## src/rtl/ea_gen_pkg.sv

```systemverilog
package ea_gen_pkg;
    typedef enum logic [1:0] {
        BASE_PC   = 2'd0,
        BASE_SP   = 2'd1,
        BASE_BP   = 2'd2,
        BASE_PAIR = 2'd3
    } base_sel_e;

    typedef enum logic [1:0] {
        ST_IDLE = 2'd0,
        ST_HIGH = 2'd1,
        ST_OUT  = 2'd2
    } ea_state_e;
endpackage

```

## src/rtl/ea_prefix_hold.sv

```systemverilog
module ea_prefix_hold #(
    parameter int HW  = 16,
    parameter int SCW = 2
) (
    input  logic           clk,
    input  logic           rst_n,
    input  logic           flush,
    input  logic           load,
    input  logic [HW-1:0]  load_index,
    input  logic [SCW-1:0] load_scale,
    input  logic           consume,
    output logic           held,
    output logic [HW-1:0]  held_index,
    output logic [SCW-1:0] held_scale
);
    always_ff @(posedge clk) begin
        if (!rst_n) begin
            held       <= 1'b0;
            held_index <= '0;
            held_scale <= '0;
        end else if (flush) begin
            held       <= 1'b0;
        end else if (load) begin
            held       <= 1'b1;
            held_index <= load_index;
            held_scale <= load_scale;
        end else if (consume) begin
            held       <= 1'b0;
        end
    end

    // flush leaves nothing held
    a_r8_flush_clears: assert property (@(posedge clk) disable iff (!rst_n)
        flush |=> !held);
    // a use without a fresh prefix drops the held one
    a_r7_consumed: assert property (@(posedge clk) disable iff (!rst_n)
        (consume && !load && !flush) |=> !held);
    // a prefix arriving with a request survives it
    a_r10_load_wins: assert property (@(posedge clk) disable iff (!rst_n)
        (load && !flush) |=> held);
endmodule

```

## src/rtl/ea_low_stage.sv

```systemverilog
module ea_low_stage
    import ea_gen_pkg::*;
#(
    parameter int HW  = 16,
    parameter int SCW = 2,
    parameter int AW  = 2 * HW,
    parameter int MAXSH = (1 << SCW) - 1,
    parameter int CW  = MAXSH + 2
) (
    input  base_sel_e      sel,
    input  logic [AW-1:0]  pc,
    input  logic [AW-1:0]  sp,
    input  logic [AW-1:0]  bp,
    input  logic [HW-1:0]  pr_hi,
    input  logic [HW-1:0]  pr_lo,
    input  logic           use_index,
    input  logic [HW-1:0]  index,
    input  logic [SCW-1:0] scale,
    input  logic [HW-1:0]  disp,
    output logic [HW-1:0]  base_hi,
    output logic [HW-1:0]  low_word,
    output logic [CW-1:0]  carry,
    output logic           neg
);
    localparam int SW = HW + MAXSH;
    localparam int TW = HW + CW;

    logic [AW-1:0] base;
    logic [SW-1:0] shift_opts [0:MAXSH];
    logic [SW-1:0] scaled;
    logic [TW-1:0] sum;

    always_comb begin
        unique case (sel)
            BASE_PC:   base = pc;
            BASE_SP:   base = sp;
            BASE_BP:   base = bp;
            BASE_PAIR: base = {pr_hi, pr_lo};
            default:   base = pc;
        endcase
    end

    for (genvar s = 0; s <= MAXSH; s++) begin : g_shift
        assign shift_opts[s] = SW'({{MAXSH{1'b0}}, index} << s);
    end

    assign scaled   = use_index ? shift_opts[scale] : '0;
    assign sum      = TW'(base[HW-1:0]) + TW'(scaled) + TW'(disp);
    assign base_hi  = base[AW-1:HW];
    assign low_word = sum[HW-1:0];
    assign carry    = sum[TW-1:HW];
    assign neg      = disp[HW-1];
endmodule

```

## src/rtl/ea_high_adj.sv

```systemverilog
module ea_high_adj #(
    parameter int HW = 16,
    parameter int CW = 5
) (
    input  logic [HW-1:0] hi_in,
    input  logic [CW-1:0] carry,
    input  logic          neg,
    output logic [HW-1:0] hi_out
);
    assign hi_out = hi_in + HW'(carry) + (neg ? {HW{1'b1}} : {HW{1'b0}});
endmodule

```

## src/rtl/ea_gen_top.sv

```systemverilog
module ea_gen_top
    import ea_gen_pkg::*;
#(
    parameter int HW  = 16,
    parameter int SCW = 2
) (
    input  logic              clk,
    input  logic              rst_n,
    input  logic              flush,
    input  logic              pfx_valid,
    input  logic [HW-1:0]     pfx_index,
    input  logic [SCW-1:0]    pfx_scale,
    input  logic              req_valid,
    input  logic              req_mode,
    input  logic [1:0]        base_sel,
    input  logic [HW-1:0]     req_disp,
    input  logic [2*HW-1:0]   pc_in,
    input  logic [2*HW-1:0]   sp_in,
    input  logic [2*HW-1:0]   bp_in,
    input  logic [HW-1:0]     pair_hi,
    input  logic [HW-1:0]     pair_lo,
    output logic [2*HW-1:0]   addr,
    output logic              addr_valid,
    output logic              stall
);
    localparam int AW    = 2 * HW;
    localparam int MAXSH = (1 << SCW) - 1;
    localparam int CW    = MAXSH + 2;

    ea_state_e state_q, state_d;

    logic           accept;
    logic           held;
    logic [HW-1:0]  held_index;
    logic [SCW-1:0] held_scale;
    logic [HW-1:0]  base_hi, low_word, hi_adj;
    logic [CW-1:0]  carry;
    logic           neg, need_adj;

    logic [HW-1:0]  hi_q, lo_q;
    logic [CW-1:0]  carry_q;
    logic           neg_q;

    assign accept = req_valid && !flush && (state_q != ST_HIGH);

    ea_prefix_hold #(.HW(HW), .SCW(SCW)) u_pfx (
        .clk        (clk),
        .rst_n      (rst_n),
        .flush      (flush),
        .load       (pfx_valid),
        .load_index (pfx_index),
        .load_scale (pfx_scale),
        .consume    (accept),
        .held       (held),
        .held_index (held_index),
        .held_scale (held_scale)
    );

    ea_low_stage #(.HW(HW), .SCW(SCW)) u_low (
        .sel       (base_sel_e'(base_sel)),
        .pc        (pc_in),
        .sp        (sp_in),
        .bp        (bp_in),
        .pr_hi     (pair_hi),
        .pr_lo     (pair_lo),
        .use_index (req_mode && held),
        .index     (held_index),
        .scale     (held_scale),
        .disp      (req_disp),
        .base_hi   (base_hi),
        .low_word  (low_word),
        .carry     (carry),
        .neg       (neg)
    );

    ea_high_adj #(.HW(HW), .CW(CW)) u_hi (
        .hi_in  (hi_q),
        .carry  (carry_q),
        .neg    (neg_q),
        .hi_out (hi_adj)
    );

    assign need_adj = (carry != '0) || neg;

    // state register
    always_ff @(posedge clk) begin
        if (!rst_n) state_q <= ST_IDLE;
        else        state_q <= state_d;
    end

    // next state
    always_comb begin
        state_d = ST_IDLE;
        if (!flush) begin
            unique case (state_q)
                ST_HIGH: state_d = ST_OUT;
                ST_IDLE,
                ST_OUT:  state_d = accept ? (need_adj ? ST_HIGH : ST_OUT) : ST_IDLE;
                default: state_d = ST_IDLE;
            endcase
        end
    end

    // address words
    always_ff @(posedge clk) begin
        if (!rst_n) begin
            hi_q    <= '0;
            lo_q    <= '0;
            carry_q <= '0;
            neg_q   <= 1'b0;
        end else if (accept) begin
            hi_q    <= base_hi;
            lo_q    <= low_word;
            carry_q <= carry;
            neg_q   <= neg;
        end else if (state_q == ST_HIGH) begin
            hi_q    <= hi_adj;
        end
    end

    // outputs
    always_comb begin
        addr       = {hi_q, lo_q};
        addr_valid = 1'b0;
        stall      = 1'b0;
        unique case (state_q)
            ST_IDLE: ;
            ST_HIGH: stall      = 1'b1;
            ST_OUT:  addr_valid = 1'b1;
            default: ;
        endcase
    end

    // stall never lasts two cycles
    a_r4_stall_single: assert property (@(posedge clk) disable iff (!rst_n)
        stall |=> !stall);
    // an uninterrupted stall is followed by the address
    a_r4_stall_then_valid: assert property (@(posedge clk) disable iff (!rst_n)
        (stall && !flush) |=> addr_valid);
    // the low word is untouched by the adjustment cycle
    a_r4_low_kept: assert property (@(posedge clk) disable iff (!rst_n)
        stall |=> (addr[HW-1:0] == $past(addr[HW-1:0])));
    // fast path hands through the upper base word
    a_r3_pass_high: assert property (@(posedge clk) disable iff (!rst_n)
        (accept && !need_adj) |=> (addr_valid && addr[AW-1:HW] == $past(base_hi)));
    // flush leaves no result behind
    a_r8_flush_kills: assert property (@(posedge clk) disable iff (!rst_n)
        flush |=> (!addr_valid && !stall));
    // stall and valid never together
    a_r9_exclusive: assert property (@(posedge clk) disable iff (!rst_n)
        $countones({stall, addr_valid}) <= 1);
endmodule

```

## config.mk

```make
export PLATFORM = sky130hd
export DESIGN_NAME = ea_gen_top
export DESIGN_NICKNAME = d
export VERILOG_FILES = /design/src/rtl/ea_gen_pkg.sv /design/src/rtl/ea_prefix_hold.sv /design/src/rtl/ea_low_stage.sv /design/src/rtl/ea_high_adj.sv /design/src/rtl/ea_gen_top.sv
export SDC_FILE = /design/constraint.sdc
export NUM_CORES = 1
export LEC_CHECK = 0
export ABC_AREA = 1
export BUFFER_PORTS_ARGS = -buffer_cell sky130_fd_sc_hd__buf_2
export CAP_MARGIN = 40
export CELL_PAD_IN_SITES_DETAIL_PLACEMENT = 1
export CELL_PAD_IN_SITES_GLOBAL_PLACEMENT = 1
export CORE_ASPECT_RATIO = 0.7
export CORE_MARGIN = 8
export CORE_UTILIZATION = 32
export DETAILED_ROUTE_END_ITERATION = 8
export PLACE_DENSITY = 0.84
export SYNTH_ARGS = -nofsm -noshare
export SYNTH_HDL_FRONTEND = slang
export SYNTH_HIERARCHICAL = 1
export SYNTH_SLANG_ARGS = --single-unit
```

## constraint.sdc

```tcl
create_clock -name clk -period 4.2 [get_ports clk]
set_input_delay 1.26 -clock clk [delete_from_list [all_inputs] [get_ports clk]]
set_output_delay 1.26 -clock clk [all_outputs]
set_load 0.05 [all_outputs]
```

==> results.md, run 1 <==
* Worst Setup Path Type: in -> reg
* Initial antenna violation count at 2
* Crit end category: flip-flop
* Post-Place Cells at roughly 1,500
* Global-route wire length before repair at 42.2 mm
* Register area share after synthesis at 18.3%
* Worst-Margin Slew at just over 0.6 ns
* CTS Hold Bufs at 0
* Routed Antenna Nets at 0
* Worst R2R Start: u_pfx/held_scale[0]$_SDFFE_PN0P_
* Syn Nets at between 1,000 and 1,500
* Fin crit share at a little over nine tenths
* Core area at between 0.015 and 0.02 mm²
* Pin count of the biggest net entering global routing at 38
* Post-DP HPWL at roughly 22 mm
* EDFF count, synth at 0
* Layout cells sized above 1 at ~29%
* Data arrival, critical path at 4.25 ns
* DRT Wirelength at approximately 27 mm
* Rel. slew slack at between 50% and 60%
* Htree depth at 3
* Number of max-cap violations at 0
* Remaining DRCs at 0
* Startpoint Class: input pin
* Final core occ at between 40% and 50%
* # fillers at 2,725
* DR iter-0 viols at 369
* Port Buffers at around 200
* Total gr overflow at 0
* Yosys reg bits at around 60
* Row count at 43
* Full die area at about 0.025 mm²
* Leakage at roughly 4.7 nW
* IO Count at slightly above 200
* Worst hold path class: reg -> reg
* Synthesis Warnings at 6
* WHS Path Cells at 2
* Fmax at 0.249 GHz
* Hold Path End: lo_q[4]$_SDFFE_PN0N_
* Root cell of the clock tree: clkbuf_16
* RePlAce Congestion at approximately 0.95
* Post-Layout Cell Count at approximately 1,600
* Post-place setup slack at -0.300 ns
* Worst-Skew Late Latency at about 0.34 ns
* Distinct cells, synth at 39
* Cell area after synthesis at ~0.0065 mm²
* # resized after CTS at 0
* Area delta synth->final at 31.3%
* Cells after synthesis at 1,045
* Maximum VDD drop at approximately 0.22 mV
* CTS tree: built
* Total clock buffers created by CTS at 9
* DR WL/cell at about 17 µm
* DR vias at around 7,600
* Run status: finished clean
* Post-synth ARST share at 0%
* Cells along the critical path: buf_2 > nand2_1 > inv_1 > buf_4 > a221oi_1 > nand2_1 > o21ai_1 > fa_1 > inv_1 > ha_1 > nand2_1 > nand2_1 > a21oi_1 > nand3_2 > nand2_1 > nand2_1 > nand2_1 > nand2_1 > nor2_1 > nand3_1 > nand4_1 > inv_1
* Clk sinks at 59
* Reg2Reg Depth at 19
* Die W at around 190 µm
* Critical Path Slowest Stage Cell: fa_1
* Slew Viols, Final at 0
* Starting density of the core at about a third
* Detailed Routing Iterations Pass 1 at 5
* Clock Path Buffers at 2
* Vias in the first global route at between 8,000 and 9,000
* R2r setup slk at just over 0.7 ns
* Final min period at around 4.0 ns
* Fin. Hold Viols at 0
* Final count of negative-setup-slack endpoints at 0
* Crit-path max FO at 8
* Gr usage total at a little over a fifth
* Setup TNS at 0 ns
* Most frequent CP cell: nand2_1
* R2r endpoint: state_q[0]$_SDFF_PP0_
* Clk slew on worst S/H paths at around 0.05 ns
* Vias per inst at between 4 and 5
* Worst Skew at 0.00977 ns
* Synth Flop Type: dfxtp_1
* Crit-path max cell delay at 0.46 ns
* Critical Path RT at 4.44 ns
* # Post-CTS Setup Buffers at 0
* Fin worst setup slack at between 0.15 and 0.2 ns
* Ant. Diodes at 0
* Hold path startpoint: lo_q[4]$_SDFFE_PN0N_
* Die Ht at around 130 µm
* Syn Area/Cell at 6.19 µm²
* Final nets at 1,518
* PwrDens at 311 mW/mm²
## cell usage in the layout, fill, tap and decap left out, types with 10 or more instances in the layout
master and count:
nand4_1 21, buf_4 61, o21ai_1 13, ha_1 37
xor2_1 10, a21oi_2 21, o21ai_0 55, nand3_1 59
nand3_2 13, nor2_1 113, fa_1 23, inv_1 174
o22ai_1 12, buf_2 203, nand2_2 27, dfxtp_1 59
a21oi_1 18, nand2_1 292, mux2i_1 12
## worst max-delay path by stage
| stage | startpoint | endpoint | slack (ns) | depth (start not counted) |
|---|---|---|---|---|
| detailed placement | base_sel[0] | state_q[1]$_SDFF_PP0_ | -0.30 | 21 |
| global placement | base_sel[0] | state_q[0]$_SDFF_PP0_ | -0.25 | 21 |
| floorplan | base_sel[0] | state_q[0]$_SDFF_PP0_ | 0.16 | 22 |
| global route | req_mode | state_q[0]$_SDFF_PP0_ | -0.03 | 26 |
| finish | base_sel[1] | state_q[0]$_SDFF_PP0_ | 0.18 | 22 |
| CTS | base_sel[0] | state_q[1]$_SDFF_PP0_ | 0.06 | 21 |
## cell usage after synthesis (2+ instances only)
library cell | n | area (µm²)
o22ai_1 | 12 | 75.1
xnor2_1 | 6 | 52.6
and2_1 | 2 | 12.5
xor2_1 | 10 | 87.6
a21oi_2 | 16 | 140
buf_4 | 7 | 52.6
nor2_2 | 5 | 31.3
inv_1 | 176 | 661
nor3_1 | 2 | 10.0
a221oi_1 | 4 | 35.0
nor2_1 | 114 | 428
dfxtp_1 | 59 | 1180
fa_1 | 23 | 460
a31oi_1 | 2 | 12.5
ha_1 | 40 | 500
buf_2 | 11 | 55.1
nor3_2 | 2 | 20.0
nand4_1 | 21 | 131
mux2i_1 | 12 | 120
nand2_1 | 297 | 1110
o21ai_1 | 4 | 20.0
nand2_2 | 22 | 138
a21oi_1 | 23 | 115
inv_2 | 6 | 22.5
nand3_2 | 12 | 120
buf_6 | 7 | 78.8
o21ai_0 | 67 | 335
clkbuf_1 | 13 | 48.8
nand3_1 | 60 | 300
## cell families after synthesis
logic type	after synthesis	synth area share, %
xor+xnor	16	2.17
flops	59	18.3
simple gates	540	36.3
fa+ha+maj	63	14.9
buf+inv	223	14.6
mux	12	1.86
compound gates	131	11.9
other cells	1	0.0580
## routing by layer
| layer | up-vias | global-route usage (%) | share of wire, % |
|---|---|---|---|
| li1 | 3744 | - | - |
| met1 | 3572 | 28.1 | 47 |
| met2 | 226 | 34.5 | 45 |
| met3 | 32 | 5.80 | 6.8 |
| met4 | 4 | 3.91 | 1.3 |
| met5 | - | 0 | 0.085 |
## layout make-up
type | count | area, µm² | share of cell area [%]
multi-input cells | 763 | 4410 | 52.0
clock inverters | 4 | 47.5 | 0.560
inverters | 183 | 689 | 8.12
well taps | 270 | 338 | 3.98
clock buffers | 12 | 267 | 3.14
flip-flops and latches | 59 | 1180 | 13.9
repair buffers | 269 | 1560 | 18.3
## power by group
group          leakage (nW)  switching, mW  internal [mW]  total [mW]
sequential            0.487         0.0395          0.607       0.647
combinational          4.04          0.742          0.456        1.20
clock                 0.155          0.289          0.506       0.795
total                  4.68           1.07           1.57        2.64
## registers in the layout, indices dropped and copies added (netlist names)
register / flops
hi_q: 16
lo_q: 16
u_pfx/held_index: 16
carry_q: 5
state_q: 2
u_pfx/held_scale: 2
neg_q: 1
u_pfx/held: 1
## metrics by stage
stage                     total power, mW  hold WS, ns  instance area [µm²]
after floorplan                      1.37        0.434                 6470
after global placement               1.77        0.450                 8070
after detailed placement             1.81        0.475                 8100
after CTS                            2.63        0.487                 8410
after global routing                 2.80        0.507                 8490
final                                2.64        0.478                 8490
## worst max-delay path, delay by kind of cell
kind            cells  cell delay (ns)
compound gates      3             0.65
fa+ha+maj           2             0.73
simple gates       12             1.12
buf+inv             5             0.48
Power figures use the tool's default switching activity.
==> inputs of run 2 (changes only) <==
--- a/config.mk
+++ b/config.mk
@@ -6,15 +6,16 @@
 export NUM_CORES = 1
 export LEC_CHECK = 0
 export ABC_AREA = 1
-export BUFFER_PORTS_ARGS = -buffer_cell sky130_fd_sc_hd__buf_2
 export CAP_MARGIN = 40
 export CELL_PAD_IN_SITES_DETAIL_PLACEMENT = 1
 export CELL_PAD_IN_SITES_GLOBAL_PLACEMENT = 1
 export CORE_ASPECT_RATIO = 0.7
 export CORE_MARGIN = 8
-export CORE_UTILIZATION = 32
+export CORE_UTILIZATION = 30
 export DETAILED_ROUTE_END_ITERATION = 8
-export PLACE_DENSITY = 0.84
+export DONT_BUFFER_PORTS = 1
+export PLACE_DENSITY = 0.67
+export SLEW_MARGIN = 20
 export SYNTH_ARGS = -nofsm -noshare
 export SYNTH_HDL_FRONTEND = slang
 export SYNTH_HIERARCHICAL = 1
==> run 2 against run 1 <==
Against the previous run:
- register-to-register slack better by 0.25 ns
- cell area shrank 13%
- non-clock buffer count is 204 lower
- global-route usage is 2.3 points lower
- die area increased by 6.0%
- sequential share of layout area rose by 2.1 points
- count of clock-buffer cells in the layout down 1
- largest cell class unchanged
- highest routed layer is now met4
==> results.md, run 2 (synthesized netlist as in run 1, its figures left out) <==
* Run status: finished clean
* Vias per inst at 4.88 (+0.41%)
* Initial antenna violation count at 0 (-2)
* Clk pwr share at 29.3% (-0.8 points)
* CTS tree: built
* Cells along the critical path: inv_1 > nand2_1 > inv_2 > buf_12 > buf_4 > nand2_1 > nand3_1 > o21ai_0 > fa_1 > inv_1 > ha_1 > nand2_1 > nor2_1 > and2_1 > nand2_1 > nand3_1 > nand2_1 > nor2_1 > nand3_1 > o21ai_0
* Maximum VDD drop at 0.193 mV (-12%)
* PwrDens at 324 mW/mm² (+4.2%)
* Fmax at 0.256 GHz (+2.8%)
* Critical Path RT at 4.46 ns (+0.02 ns)
* Clock Path Buffers at 2 (unchanged)
* Root cell of the clock tree: clkbuf_16
* Post-Place Cells at 1,352 (-12%)
* Final nets at 1,314 (-13%)
* Startpoint Class: input pin
* Row count at 45 (+4.7%)
* Worst hold path class: reg -> reg
* Fin. Hold Viols at 0 (unchanged)
* Clk slew on worst S/H paths at 0.06 ns (about the same)
* Core area at 0.0214 mm² (+8.1%)
* DR vias at 6,663 (-12%)
* Clk sinks at 59 (unchanged)
* Routed Antenna Nets at 0 (unchanged)
* Layout cells sized above 1 at 14.3% (-15 points)
* CTS Hold Bufs at 0 (unchanged)
* Fin crit share at 93.0% (-2.6 points)
* Full die area at 0.0266 mm² (+6.0%)
* Gr usage total at 19.0% (-2.3 points)
* Part of the power in registers at 31.6% (+7.1 points)
* Crit end category: flip-flop
* Die W at 191 µm (+3.0%)
* Leakage at 3.82 nW (-18%)
* Data arrival, critical path at 4.17 ns (-0.08 ns)
* IO Count at 204 (unchanged)
* Internal power at 1.41 mW (-10%)
* DR iter-0 viols at 376 (+1.9%)
* Gate power share at 39.1% (-6.3 points)
* Buf/Inv on CP at 5 (unchanged)
* Rel. slew slack at 51.2% (-7.0 points)
* Remaining DRCs at 0 (unchanged)
* Worst-Margin Slew at 0.724 ns (+0.105 ns)
* Port Buffers at 0 (-100%)
* Post-DP HPWL at 21.4 mm (-4.7%)
* Total gr overflow at 0 (unchanged)
* Vias in the first global route at 7,052 (-13%)
* Most frequent cells in the layout: nand2_1, inv_1, nor2_1, o21ai_0, buf_4
* Ant. Diodes at 0 (unchanged)
* Worst Skew at 0.0113 ns (+0.00150 ns)
* Slew Viols, Final at 0 (unchanged)
* Worst-Skew Late Latency at 0.34 ns (about the same)
* DR WL/cell at 18.4 µm (+6.5%)
* Number of max-cap violations at 0 (unchanged)
* Crit path depth at 20 (-9.1%)
* Largest registers: hi_q x16, lo_q x16, u_pfx/held_index x16
* Final min period at 3.91 ns (-0.108 ns)
* Most common cell after layout, fill and taps aside: nand2_1
* Critical Path Slowest Stage Cell: fa_1
* Pin count of the biggest net entering global routing at 61 (+61%)
* Most frequent CP cell: nand2_1
* Reg2Reg Depth at 24 (+5)
* Starting density of the core at 30.2% (-2.4 points)
* Post-Layout Cell Count at 1,366 (-12%)
* RePlAce Congestion at 0.861 (-9.1%)
* Crit-path max FO at 13 (+5)
* Final count of negative-setup-slack endpoints at 0 (unchanged)
* Crit-path max cell delay at 0.51 ns (+0.05 ns)
* Top delay family on crit path: simple AND/OR/NAND/NOR gates
* DRT Wirelength at 25.1 mm (-6.8%)
* Psw at 0.988 mW (-7.7%)
* Total clock buffers created by CTS at 9 (unchanged)
* WHS Path Cells at 2 (unchanged)
* Htree depth at 3 (unchanged)
* Global-route wire length before repair at 40.0 mm (-5.4%)
* RSZ-0062 raised after global routing: no
* Sw Ratio at 41.2% (+0.69 points)
* Worst Setup Path Type: in -> reg
* Detailed Routing Iterations Pass 1 at 5 (unchanged)
* Area delta synth->final at 14.3%
* Die Ht at 139 µm (+2.9%)
* PnR Total Power at 2.40 mW (-9.3%)
run 2: cell count changes in the layout (fill, tap and decap cells not counted), moves of 5 or more:
cell,delta
nand2_1,+5
o21ai_1,-9
o21ai_0,+11
nand2_2,-5
buf_2,-203
run 2: final timing paths:
kind / slack [ns] / to / start
worst max-delay path: 0.29 / state_q[1]$_SDFF_PP0_ / base_sel[0]
worst min-delay path: 0.46 / u_pfx/held$_SDFFE_PP0P_ / u_pfx/held$_SDFFE_PP0P_
worst max register to register: 0.97 / state_q[1]$_SDFF_PP0_ / u_pfx/held$_SDFFE_PP0P_
worst min register to register: 0.46 / u_pfx/held$_SDFFE_PP0P_ / u_pfx/held$_SDFFE_PP0P_
run 2: repair_timing:
action / 4_1_cts / 5_1_grt
setup buffers: 0 / 0
resized for setup: 0 / 9
setup endpoints to repair: 0 / 5
run 2: cell type report:
cell class	instances	area, µm²
fillers	2841	14000
clock inverters	3	15.0
inverters	183	689
multi-input cells	763	4370
well taps	282	353
flip-flops and latches	59	1180
repair buffers	65	529
clock buffers	11	253
run 2: metrics by stage:
stage                     area, µm²  hold WS, ns  setup TNS (ns)  utilization, %  worst slack [ns]
final                          7390        0.465               0            34.6             0.292
after global placement         7080        0.450          -0.302            33.1           -0.0933
after global routing           7390        0.478               0            34.6           0.00426
after detailed placement       7090        0.454          -0.540            33.1            -0.127
after floorplan                6470        0.434               0               -             0.158
after CTS                      7360        0.463               0            34.4             0.222
run 2: power groups by stage:
stage	sequential, mW	combinational (mW)	clock, mW
4_1_cts	0.761	0.928	0.724
3_3_place_gp	0.771	0.899	0
5_1_grt	0.765	1.06	0.746
2_1_floorplan	0.753	0.620	0
3_5_place_dp	0.773	0.922	0
6_report	0.757	0.936	0.702
run 2: worst register-to-register path, delay by kind of cell, from the launching register on:
kind / cells / cell delay, ns
compound gates: 2 / 0.32
fa+ha+maj: 2 / 0.84
buf+inv: 7 / 0.51
flops: 1 / 0.32
simple gates: 13 / 1.18
run 2: routing by layer:
metal	vias up	global-route usage, %	part of all wire, %
met3	9	5.25	6.6
met1	3144	27.8	52
met5	-	0	0
met4	0	2.55	0.62
li1	3337	-	-
met2	173	27.8	40
==> inputs of run 3 (changes only) <==
--- a/config.mk
+++ b/config.mk
@@ -11,12 +11,12 @@
 export CELL_PAD_IN_SITES_GLOBAL_PLACEMENT = 1
 export CORE_ASPECT_RATIO = 0.7
 export CORE_MARGIN = 8
-export CORE_UTILIZATION = 30
+export CORE_UTILIZATION = 40
 export DETAILED_ROUTE_END_ITERATION = 8
 export DONT_BUFFER_PORTS = 1
-export PLACE_DENSITY = 0.67
+export PLACE_DENSITY = 0.83
+export SKIP_LAST_GASP = 1
 export SLEW_MARGIN = 20
 export SYNTH_ARGS = -nofsm -noshare
 export SYNTH_HDL_FRONTEND = slang
-export SYNTH_HIERARCHICAL = 1
 export SYNTH_SLANG_ARGS = --single-unit
==> run 3 against run 2 <==
Against the previous run:
- the run now ends with negative setup slack left
- clock skew decreased by 0.0056 ns
- largest cell class unchanged
- combinational power increased by 18%
- count of clock-buffer cells in the layout decreased by 1
- die area decreased by 28%
==> results.md, run 3 <==
* Run status: finished, violations left
* Violated checks: negative setup slack
* Final nets at 1,267 (-3.6%)
* Yosys reg bits at 59 (unchanged)
* Clk sinks at 59 (unchanged)
* Syn Area/Cell at 6.60 µm² (+6.7%)
* Htree depth at 3 (unchanged)
* Synthesis Warnings at 0 (-6)
* Fin crit share at 111% (+18 points)
* Total clock buffers created by CTS at 9 (unchanged)
* Most frequent cell after synthesis: nand2_1
* Final core occ at 58.1% (+24 points)
* Most common cell after layout, fill and taps aside: nand2_1
* Part of the power in registers at 29.6% (-2.0 points)
* Wl on met1 at 11.8 mm (-10%)
* Post-DP HPWL at 20.0 mm (-6.5%)
* Register area share after synthesis at 19.8% (+1.6 points)
* DR vias at 7,118 (+6.8%)
* DR iter-0 viols at 507 (+35%)
* Synth Area in Adders at 14.9% (+0.019 points)
* CTS tree: built
* Initial antenna violation count at 0 (unchanged)
* Routed Antenna Nets at 0 (unchanged)
* Slew Viols, Final at 0 (unchanged)
* Largest cells by area after synthesis: dfxtp_1, nand2_1, ha_1
* Post-synth ARST share at 0% (unchanged)
* Worst-Skew Late Latency at 0.34 ns (about the same)
* Startpoint Class: input pin
* Full die area at 0.0191 mm² (-28%)
* RePlAce Congestion at 0.913 (+6.0%)
* Fmax at 0.214 GHz (-17%)
* Largest registers: hi_q x16, lo_q x16, u_pfx.held_index x16
* Top layer in use: met4
* PwrDens at 296 mW/mm² (-8.6%)
* Worst-Margin Slew at 0.830 ns (+0.106 ns)
* Data arrival, critical path at 4.90 ns (+0.73 ns)
* Layout cells sized above 1 at 32.9% (+19 points)
* Distinct cells, synth at 50 (+28%)
* Cell area after synthesis at 0.00595 mm² (-7.9%)
* Gate power share at 43.7% (+4.6 points)
* Crit end category: flip-flop
* Die Ht at 118 µm (-15%)
* Maximum VDD drop at 0.213 mV (+10%)
* Worst Skew at 0.00571 ns (-0.00556 ns)
* Row count at 37 (-18%)
* Final min period at 4.68 ns (+0.773 ns)
* Remaining DRCs at 0 (unchanged)
* Pin count of the biggest net entering global routing at 45 (-26%)
* Fin. Hold Viols at 0 (unchanged)
* Post-synthesis mux area share at 2.19% (+0.33 points)
* Critical Path RT at 4.42 ns (-0.04 ns)
* DRT Wirelength at 28.9 mm (+15%)
* Post-place setup slack at -0.928 ns (-0.801 ns)
* Total gr overflow at 0 (unchanged)
* Met2 WL at 14.3 mm (+41%)
* R2r setup slk at 0.03 ns (-0.94 ns)
* Crit-path max cell delay at 0.31 ns (-0.20 ns)
* Psw at 1.02 mW (+3.7%)
* Vias per inst at 5.80 (+19%)
* Synth Flop Type: dfxtp_1
* Detailed Routing Iterations Pass 1 at 5 (unchanged)
* Global-route wire length before repair at 40.9 mm (+2.5%)
* Port Buffers at 0 (unchanged)
* RSZ-0062 raised after global routing: yes
* Post-synthesis compound-gate area fraction at 22.7% (+11 points)
* Die W at 162 µm (-15%)
* Crit-path max FO at 6 (-7)
* Leakage at 3.95 nW (+3.4%)
* Ant. Diodes at 0 (unchanged)
* Root cell of the clock tree: clkbuf_16
* Internal power at 1.49 mW (+6.2%)
* Most frequent cells in the layout: nand2_1, buf_4, nor2_1, inv_1, o21ai_0
* Dominant cell type by area after synthesis: dfxtp_1
* DR WL/cell at 23.6 µm (+28%)
* Cells after synthesis at 902 (-14%)
* Number of max-cap violations at 0 (unchanged)
* Synth Area in Simple Gates at 27.0% (-9.3 points)
* Area share of the largest cell type after synthesis at 19.8% (+1.6 points)
* Post-Synth XOR/XNOR Area at 5.15% (+3.0 points)
* Final hold slack at 0.492 ns (+0.0270 ns)
* Worst hold path class: reg -> reg
* Gr usage total at 27.0% (+8.0 points)
* Sw Ratio at 40.7% (-0.58 points)
* Final count of negative-setup-slack endpoints at 15 (+15)
* Met3 routed WL at 2.06 mm (+24%)
* Cells along the critical path: clkinvlp_4 > nor2_4 > buf_6 > nand2_2 > nand4_1 > ha_2 > nand3_2 > nand3_4 > a31oi_4 > o31ai_4 > nand4_1 > o2111ai_2 > xor2_2 > ha_1 > a21o_1 > a31oi_4 > nand3_4 > xnor2_2 > nand2_2 > a21oi_4 > buf_4 > a31oi_1
* Fin worst setup slack at -0.481 ns (-0.773 ns)
* Core area at 0.0146 mm² (-32%)
* IO Count at 204 (unchanged)
* Vias in the first global route at 7,433 (+5.4%)
* EDFF count, synth at 0 (unchanged)
* Starting density of the core at 40.7% (+10 points)
* Rel. slew slack at 44.6% (-6.7 points)
* PnR Total Power at 2.52 mW (+5.2%)
* Area delta synth->final at 42.8%
* Main combinational cell family by area after synthesis: simple AND/OR/NAND/NOR gates
* Clk pwr share at 26.7% (-2.6 points)
* Critical Path Slowest Stage Cell: nor2_4
* Worst Setup Path Type: in -> reg
* Top cells by count, synth: nand2_1, inv_1, nor2_1
* Syn Nets at 1,138 (-11%)
* Clk slew on worst S/H paths at 0.05 ns (about the same)
* Clock Path Buffers at 2 (unchanged)
==> run 3: through the flow <==
step / std cells / TNS, ns / instance area, µm²
after floorplan: 902 / -0.975 / 6170
after global placement: 1174 / -8.74 / 7050
after detailed placement: 1175 / -10.17 / 7060
after CTS: 1211 / -1.25 / 7990
after global routing: 1228 / -6.91 / 8510
final: 1228 / -4.78 / 8510
==> run 3: critical path: cells and delay by family <==
family	cells	cell delay (ns)
AOI/OAI and AO/OA	7	1.20
xor gates and xnor gates	2	0.43
adders and majority gates	2	0.53
buffers and inverters	3	0.44
and+or+nand+nor	8	1.04
==> run 3: worst paths after layout <==
check,cells past startpoint,from,end
setup / recovery,22,base_sel[1],state_q[0]$_SDFF_PP0_
hold / removal,2,carry_q[4]$_SDFFE_PN0P_,carry_q[4]$_SDFFE_PN0P_
setup reg to reg,22,u_pfx.held_scale[0]$_SDFFE_PN0P_,state_q[0]$_SDFF_PP0_
hold reg to reg,2,carry_q[4]$_SDFFE_PN0P_,carry_q[4]$_SDFFE_PN0P_
==> run 3: kinds of logic (layout without fill, tap and decap cells) <==
group / after synthesis / after routing
adder cells (fa/ha/maj): 66 / 66
flip-flops: 59 / 59
AND/OR/NAND/NOR: 372 / 373
AO/OA/AOI/OAI: 230 / 230
XOR/XNOR: 35 / 35
multiplexers: 13 / 13
buffers and inverters: 127 / 257
==> run 3: area by class of cell <==
cell class	instances	area [µm²]
Clock buffer	10	239
Clock inverter	3	17.5
Fill cell	1841	6120
Inverter	96	372
Multi-Input combinational cell	717	5250
Sequential cell	59	1180
Tap cell	195	244
Timing Repair Buffer	148	1200
==> run 3: power by group through the flow <==
| stage | sequential [mW] | combinational, mW | clock [mW] |
|---|---|---|---|
| floorplan | 0.746 | 0.503 | 0 |
| global placement | 0.755 | 0.761 | 0 |
| detailed placement | 0.758 | 0.796 | 0 |
| CTS | 0.747 | 0.930 | 0.681 |
| global route | 0.752 | 1.17 | 0.710 |
| finish | 0.746 | 1.10 | 0.672 |
==> run 3: what timing repair did <==
action,4_1_cts,5_1_grt
pin swaps,46,29
gates resized for setup,102,77
endpoints found under the setup margin,15,16
buffers inserted,25,17
hold buffers,0,0
cloned,1,0
==> run 3: metal layers <==
metal,up-vias,global-route usage (%)
li1,3323,-
met1,3459,32.7
met2,288,45.2
met3,48,6.99
met4,0,9.86
met5,-,0
